**config.mk**
```make
export PLATFORM = sky130hd
export DESIGN_NAME = nzcv_alu
export DESIGN_NICKNAME = d
export VERILOG_FILES = /design/src/rtl/nzcv_alu_pkg.sv /design/src/rtl/alu_addsub.sv /design/src/rtl/alu_flag_reg.sv /design/src/rtl/alu_cond.sv /design/src/rtl/nzcv_alu.sv
export SDC_FILE = /design/constraint.sdc
export NUM_CORES = 1
export LEC_CHECK = 0
export BUFFER_PORTS_ARGS = -buffer_cell sky130_fd_sc_hd__buf_2
export CORE_UTILIZATION = 45
export DETAILED_ROUTE_END_ITERATION = 8
export GPL_TIMING_DRIVEN = 0
export PLACE_DENSITY = 0.83
export SYNTH_ARGS = -nofsm -noshare
export SYNTH_HDL_FRONTEND = slang
export SYNTH_SLANG_ARGS = --single-unit
```
**constraint.sdc**
```tcl
create_clock -name clk -period 4.35 [get_ports clk]
set_input_delay 0.87 -clock clk [delete_from_list [all_inputs] [get_ports clk]]
set_output_delay 0.87 -clock clk [all_outputs]
set_load 0.05 [all_outputs]
```
**src/rtl/nzcv_alu_pkg.sv**
```systemverilog
package nzcv_alu_pkg;

    typedef enum logic [1:0] {
        OP_ADD = 2'b00,
        OP_SUB = 2'b01,
        OP_CMP = 2'b10,
        OP_RSV = 2'b11
    } alu_op_e;

    typedef struct packed {
        logic n;
        logic z;
        logic c;
        logic v;
    } flags_t;

    localparam flags_t FLAGS_CLEAR = '{n: 1'b0, z: 1'b0, c: 1'b0, v: 1'b0};

    function automatic logic uses_inverted_b(alu_op_e op);
        return (op == OP_SUB) || (op == OP_CMP);
    endfunction

    function automatic logic writes_result(alu_op_e op);
        return (op == OP_ADD) || (op == OP_SUB);
    endfunction

endpackage

```
**src/rtl/alu_addsub.sv**
```systemverilog
module alu_addsub
    import nzcv_alu_pkg::*;
#(
    parameter int W = 8
) (
    input  logic [W-1:0] a,
    input  logic [W-1:0] b,
    input  alu_op_e      op,
    output logic [W-1:0] res_out,
    output flags_t       nxt_flags,
    output logic         op_valid
);
    localparam int MSB = W - 1;

    logic [W-1:0] b_eff;
    logic         cin;
    logic [W:0]   wide;
    logic [W-1:0] sum;

    always_comb begin
        cin   = uses_inverted_b(op);
        b_eff = cin ? ~b : b;
        wide  = {1'b0, a} + {1'b0, b_eff} + {{W{1'b0}}, cin};
        sum   = wide[W-1:0];

        nxt_flags.n = sum[MSB];
        nxt_flags.z = (sum == '0);
        nxt_flags.c = wide[W];
        nxt_flags.v = (a[MSB] == b_eff[MSB]) && (sum[MSB] != a[MSB]);

        res_out  = writes_result(op) ? sum : '0;
        op_valid = (op != OP_RSV);
    end
endmodule

```
**src/rtl/alu_flag_reg.sv**
```systemverilog
module alu_flag_reg
    import nzcv_alu_pkg::*;
(
    input  logic   clk,
    input  logic   rst,
    input  logic   load,
    input  flags_t d,
    output flags_t q
);
    always_ff @(posedge clk) begin
        if (rst)       q <= FLAGS_CLEAR;
        else if (load) q <= d;
    end
endmodule

```
**src/rtl/alu_cond.sv**
```systemverilog
module alu_cond
    import nzcv_alu_pkg::*;
(
    input  flags_t f,
    output logic   eq,
    output logic   ne
);
    always_comb begin
        eq = f.z;
        ne = ~f.z;
    end
endmodule

```
**src/rtl/nzcv_alu.sv**
```systemverilog
module nzcv_alu
    import nzcv_alu_pkg::*;
#(
    parameter int W = 8
) (
    input  logic         clk,
    input  logic         rst,
    input  logic [W-1:0] op_a,
    input  logic [W-1:0] op_b,
    input  logic [1:0]   opcode,
    input  logic         set_flags,
    output logic [W-1:0] result,
    output logic         flag_n,
    output logic         flag_z,
    output logic         flag_c,
    output logic         flag_v,
    output logic         cond_eq,
    output logic         cond_ne
);
    alu_op_e op;
    flags_t  nxt;
    flags_t  cur;
    logic    valid;

    assign op = alu_op_e'(opcode);

    alu_addsub #(.W(W)) u_arith (
        .a(op_a), .b(op_b), .op(op),
        .res_out(result), .nxt_flags(nxt), .op_valid(valid)
    );

    alu_flag_reg u_flags (
        .clk(clk), .rst(rst), .load(set_flags && valid), .d(nxt), .q(cur)
    );

    alu_cond u_cond (.f(cur), .eq(cond_eq), .ne(cond_ne));

    assign flag_n = cur.n;
    assign flag_z = cur.z;
    assign flag_c = cur.c;
    assign flag_v = cur.v;
endmodule

```
==> results_dict.tcl, run 1 <==
set metrics [dict create \
    status "completed" \
    seq_area_frac_synth_pct 10.9 \
    dr.pass1.iters 4 \
    die_h_um 42.4 \
    antennaDiodeCount 0 \
    wl_per_cell_um 12.6 \
    seqPwrFrac_pct 11.2 \
    dpl.hpwl_mm 1.49 \
    dp_slack_ps -296 \
    max-slew-margin-rel_pct 56.1 \
    r2r_cells 3 \
    rrSetupSlack_ps 3440 \
    synth_nets 127 \
    die_x_um 42.4 \
    post-route-drc-count 0 \
    yosysUniqueCellTypes 37 \
    worstSkewPairLatency_ps 230 \
    reg2reg_from "u_flags.q[2]" \
    grt_pass1_vias 756 \
    largest_reg_flops 4 \
    async_flop_share_pct 0 \
    synth_seq_cells 4 \
    routed_wirelength_mm 1.93 \
    cp.required_ps 3480 \
    synth_largest_area_cell "ha_1" \
    synth_edf_count 0 \
    finish.instance_area_um2 1060 \
    fin_ws_ps 76.7 \
    htree_num_levels 1 \
    globalRouteTotalUtil_pct 22.2 \
    syn_avg_cell_area_um2 7.72 \
    vias 847 \
    grt_antenna_before_repair 0 \
    fin_crit_sh_pct 98.2 \
    finalSetupViolations 0 \
    dieArea_um2 1790 \
    pin_count 35 \
    p_clk_share_pct 12.0 \
    cts_buffer_depth 2 \
    crit_arrival_ps 3400 \
    p_per_area_nw_per_um2 350 \
    floorplan.initialDensity_pct 48.7 \
    cts_tree "done" \
    path_clk_slew_ps 30 \
    synth_most_common_cell "nor2_1" \
    synthFlopType "dfxtp_1" \
    place.gp.congestion 0.845 \
    final_cells 154 \
    irDropWorstVdd_mv 0.223 \
    reg_top3 "u_flags.q: 4 flops" \
    hold_viol_final 0 \
    drt-initial-drc-count 27 \
    max_freq_mhz 234 \
    cp_max_fo 7 \
    whs_ps 473 \
    grt_pass1_wl_mm 3.07 \
    drive_gt1_share_pct 39.9 \
    maxSlewViolCount 0 \
    ys_warn_count 0 \
    p_int_mw 0.182 \
    power.leakage_nw 0.548 \
    layout.nets 172 \
    cap_violations 0 \
    hold_class "reg2reg" \
    root_buffer "clkbuf_4" \
    synthTopCellsByCount "nor2_1 (11), ha_1 (10), xor2_1 (9)" \
    tightest_slew_ps 657 \
    dpl_cell_area_um2 928 \
    core_um2 1510 \
    synthCells 95 \
    swShare_pct 50.9 \
    drt.antenna.violating_nets 0 \
    routed_via_density 5.50 \
    p_total_mw 0.370 \
    syn_area_um2 733 \
    crit_path_end "result[7]" \
    port_buffers 34 \
    setup.worst_path.start "opcode[0]" \
    worstReg2RegEnd "u_flags.q[2]" \
    power_frac_comb_pct 76.8 \
    grt_max_degree 9 \
    grt_overflow 0 \
    end_kind "primary output" \
    yosysTopAreaCellShare_pct 17.1 \
    tns_ps 0 \
    synthTopCellsByArea "ha_1 (17%), dfxtp_1 (11%), xor2_1 (11%)" \
    final_util_pct 70.1 \
    dpl.cell_count 145 \
    p_sw_mw 0.188 \
    regMostFlops "u_flags.q" \
    num_rows 14 \
    cts.sinks 4 \
    finClkSkew_ps 0 \
    final.min_clock_period_ps 4270 \
    start_kind "input pin" \
    cts_made_buffers 3 \
    critPathKind "in2out" \
    syn_to_final_growth_pct 44.0 \
]
what timing repair did:
action                     CTS  global route
setup buffers                2             4
gates resized for setup      6             7
pin swaps                    2             4
hold buffers                 0             0
setup endpoints to repair    1             1
layer usage:
metal | track usage, % | part of all wire [%]
met5 | 0 | 0
met4 | 5.63 | 0
met3 | 2.59 | 3.9
met2 | 41.8 | 55
met1 | 26.2 | 41
final cells by class:
type / count / area [um2]
multi-input combinational: 83 / 667
fill: 135 / 450
timing repair buffer: 40 / 221
sequential: 4 / 80.1
clock buffer: 3 / 22.5
buffer: 2 / 22.5
inverter: 6 / 22.5
tap: 16 / 20.0
how the worst min path moves through the flow:
stage	from	to	slack [ps]	depth (start not counted)
5_1_grt	u_flags.q[3]	u_flags.q[3]	500	2
3_5_place_dp	u_flags.q[3]	u_flags.q[3]	470	2
2_1_floorplan	u_flags.q[3]	u_flags.q[3]	670	2
4_1_cts	u_flags.q[3]	u_flags.q[3]	480	2
6_report	u_flags.q[3]	u_flags.q[3]	470	2
3_3_place_gp	u_flags.q[3]	u_flags.q[3]	440	2
worst max-delay path, stage by stage:
cell and delay, ps:
buf_2 120, inv_1 90, ha_4 200, buf_8 140
xor2_1 140, ha_1 320, and2_4 160, a211o_1 350
a41o_1 280, or4_4 420, nor2b_4 140, buf_6 170
cells in the final DEF, fill, tap and decap left out, types with 3 or more instances in the layout:
cell type	netlist	routed
nor3_1	4	3
buf_2	0	33
o21ai_0	4	4
xor2_1	9	8
dfxtp_1	4	4
a21o_1	3	3
nand3_1	3	3
ha_1	10	9
clkbuf_4	0	3
inv_1	6	5
a21oi_1	5	5
nor2_1	11	11
buf_4	1	7
xnor2_1	3	3
nand2_1	3	3
cell families after synthesis:
group	share of synthesized area, %
compound gates	20.3
xor+xnor	14.3
fa+ha+maj	19.8
buf+inv	5.63
flops	10.9
mux	2.05
simple gates	27.0
power groups by stage:
stage	clock network [mW]	registers, mW	logic (mW)
CTS	0.0463	0.0416	0.262
finish	0.0444	0.0415	0.284
floorplan	0	0.0531	0.181
global route	0.0486	0.0419	0.307
detailed placement	0	0.0421	0.244
global placement	0	0.0420	0.239
Power figures use the tool's default switching activity.
==> run 2, diff against run 1 <==
ABC_AREA = 1   (was not set)
CORE_UTILIZATION = 47   (was 45)
PLACE_DENSITY = 0.84   (was 0.83)
==> results_dict.tcl, run 2 <==
set metrics [dict create \
    pin_count 35 \
    synth_edf_count 0 \
    irDropWorstVdd_mv 0.250 \
    critPathKind "in2out" \
    cap_violations 0 \
    setup.worst_path.start "opcode[0]" \
    reg_top3 "u_flags.q: 4 flops" \
    fill_cells 154 \
    p_clk_share_pct 13.8 \
    syn_to_final_growth_pct 26.0 \
    grt_pass1_wl_mm 2.99 \
    wl_per_cell_um 9.99 \
    end_kind "primary output" \
    largest_reg_flops 4 \
    seqPwrFrac_pct 12.2 \
    power.leakage_nw 0.641 \
    violations "design-rule violations" \
    yosysTopAreaCellShare_pct 16.5 \
    dpl.hpwl_mm 1.55 \
    cts_tree "done" \
    die_h_um 43.8 \
    r2r_cells 2 \
    maxSlewViolCount 0 \
    cp_max_fo 8 \
    port_buffers 34 \
    tightest_slew_ps 524 \
    worstReg2RegEnd "u_flags.q[2]" \
    dpl.cell_count 179 \
    synthTopCellsByCount "nand2_1 (36), inv_1 (19), nor2_1 (15)" \
    area.sequential_um2 80.1 \
    place.gp.congestion 0.792 \
    p_total_mw 0.336 \
    synth_most_common_cell "nand2_1" \
    tns_ps 0 \
    p_int_mw 0.150 \
    dr.pass1.iters 6 \
    fin_crit_sh_pct 87.2 \
    rsz0062_at_grt "false" \
    post-route-drc-count 3 \
    cpPeakStageDelay_ps 300 \
    synthTopCellsByArea "nand2_1 (16%), ha_1 (15%), dfxtp_1 (9.8%)" \
    start_kind "input pin" \
    synth_largest_area_cell "nand2_1" \
    cts_buffer_depth 2 \
    dieArea_um2 1910 \
    synth_nets 161 \
    final_cell_mix "nand2_1 (36), buf_2 (34), inv_1 (19)" \
    syn_area_um2 820 \
    drive_gt1_share_pct 33.7 \
    grt_overflow 0 \
    worstSkewPairLatency_ps 240 \
    final.min_clock_period_ps 3790 \
    power_frac_comb_pct 74.0 \
    post_cts_buffers 0 \
    postCtsHoldBufs 0 \
    reg2reg_from "u_flags.q[2]" \
    cp.required_ps 3480 \
    crit_path_end "result[7]" \
    htree_num_levels 1 \
    max_freq_mhz 264 \
    p_sw_mw 0.186 \
    layout.nets 200 \
    routed_wirelength_mm 1.82 \
    crit_arrival_ps 2920 \
    drt-initial-drc-count 15 \
    root_buffer "clkbuf_4" \
    final_cells 182 \
    num_rows 14 \
    crit_top_cell "nand2_4" \
    yosysUniqueCellTypes 22 \
    grt_pass1_vias 775 \
    synth_seq_cells 4 \
    path_clk_slew_ps 40 \
    ys_warn_count 0 \
    synthCells 129 \
    globalRouteTotalUtil_pct 20.7 \
    regMostFlops "u_flags.q" \
    path_cells "buf_2 > inv_1 > ha_1 > buf_6 > xor2_1 > ha_1 > nand2_1 > inv_1 > nand2_4 > nand2_4 > nand2_4 > nand2_4 > nand2_2 > nand2_2 > nor2_1 > buf_2" \
    vias 869 \
    core_um2 1560 \
    grt_max_degree 9 \
    floorplan.initialDensity_pct 52.6 \
    antennaDiodeCount 0 \
    rrSetupSlack_ps 3720 \
    max-slew-margin-rel_pct 65.0 \
    grt_antenna_before_repair 0 \
    routed_via_density 4.77 \
    hold_class "reg2reg" \
    die_x_um 43.8 \
    seq_area_frac_synth_pct 9.77 \
    post_cts_resized 0 \
    synthFlopType "dfxtp_1" \
    cts.sinks 4 \
    finClkSkew_ps 0 \
    multi_input_area_um2 638 \
    cts_made_buffers 3 \
    swShare_pct 55.2 \
    crit_path_top_delay_cell "xor2_1" \
    hold_viol_final 0 \
    status "complete, but fails checks" \
    drt.antenna.violating_nets 0 \
    syn_avg_cell_area_um2 6.35 \
    finalSetupViolations 0 \
    async_flop_share_pct 0 \
    p_per_area_nw_per_um2 325 \
    final_common_cell "nand2_1" \
]
## run 2: changes by cell type after synthesis, moves of 4 or more
cell / before / now
nand2_1: 3 / 36
inv_1: 6 / 19
nand2_4: 0 / 6
nor2_1: 11 / 15
nor3_1: 4 / 0
o21ai_0: 4 / 0
## run 2: area by class of cell
type / count / share of cell area, %
Buffer: 2 / 1.82
Clock buffer: 3 / 2.18
Inverter: 22 / 8.00
Multi-Input combinational cell: 101 / 61.8
Sequential cell: 4 / 7.76
Tap cell: 16 / 1.94
Timing Repair Buffer: 34 / 16.5
## run 2: per-stage QoR
step	utilization, %	hold WS [ps]	instance area, um2	worst slack (ps)
after floorplan	-	681	820	499
after global placement	64.8	453	1010	605
after detailed placement	64.8	458	1010	532
after CTS	66.2	465	1030	535
after global routing	66.2	506	1030	356
final	66.2	465	1030	557
## run 2: critical path, delay by kind of cell
family | cells | cell delay, ps
adder cells (fa/ha/maj) | 2 | 580
buffers and inverters | 5 | 640
XOR/XNOR | 1 | 300
AND/OR/NAND/NOR | 8 | 530
## run 2: per-layer routing
metal,track usage (%),vias to the layer above,share of wire [%]
li1,-,472,-
met2,41.8,24,54
met3,5.42,0,4.9
met4,1.25,0,0
met5,0,-,0
met1,21.8,373,41
## run 2: worst min path at each step
stage | to | slack (ps) | cells past startpoint | start
after floorplan | u_flags.q[0] | 680 | 2 | u_flags.q[0]
after global placement | u_flags.q[0] | 450 | 2 | u_flags.q[0]
after detailed placement | u_flags.q[0] | 460 | 2 | u_flags.q[0]
after CTS | u_flags.q[0] | 470 | 2 | u_flags.q[0]
after global routing | u_flags.q[0] | 510 | 2 | u_flags.q[0]
final | u_flags.q[0] | 470 | 2 | u_flags.q[0]
## run 2: logic make-up after synthesis
logic type      share of synthesized area [%]
buf+inv                                  12.4
flops                                    9.77
compound gates                           6.11
simple gates                             44.4
xor+xnor                                 9.62
fa+ha+maj                                17.7
## run 2: power groups by stage
stage	combinational, mW	sequential, mW	clock, mW
floorplan	0.188	0.0515	0
global placement	0.241	0.0414	0
detailed placement	0.248	0.0416	0
CTS	0.249	0.0410	0.0479
global route	0.275	0.0413	0.0516
finish	0.249	0.0410	0.0463
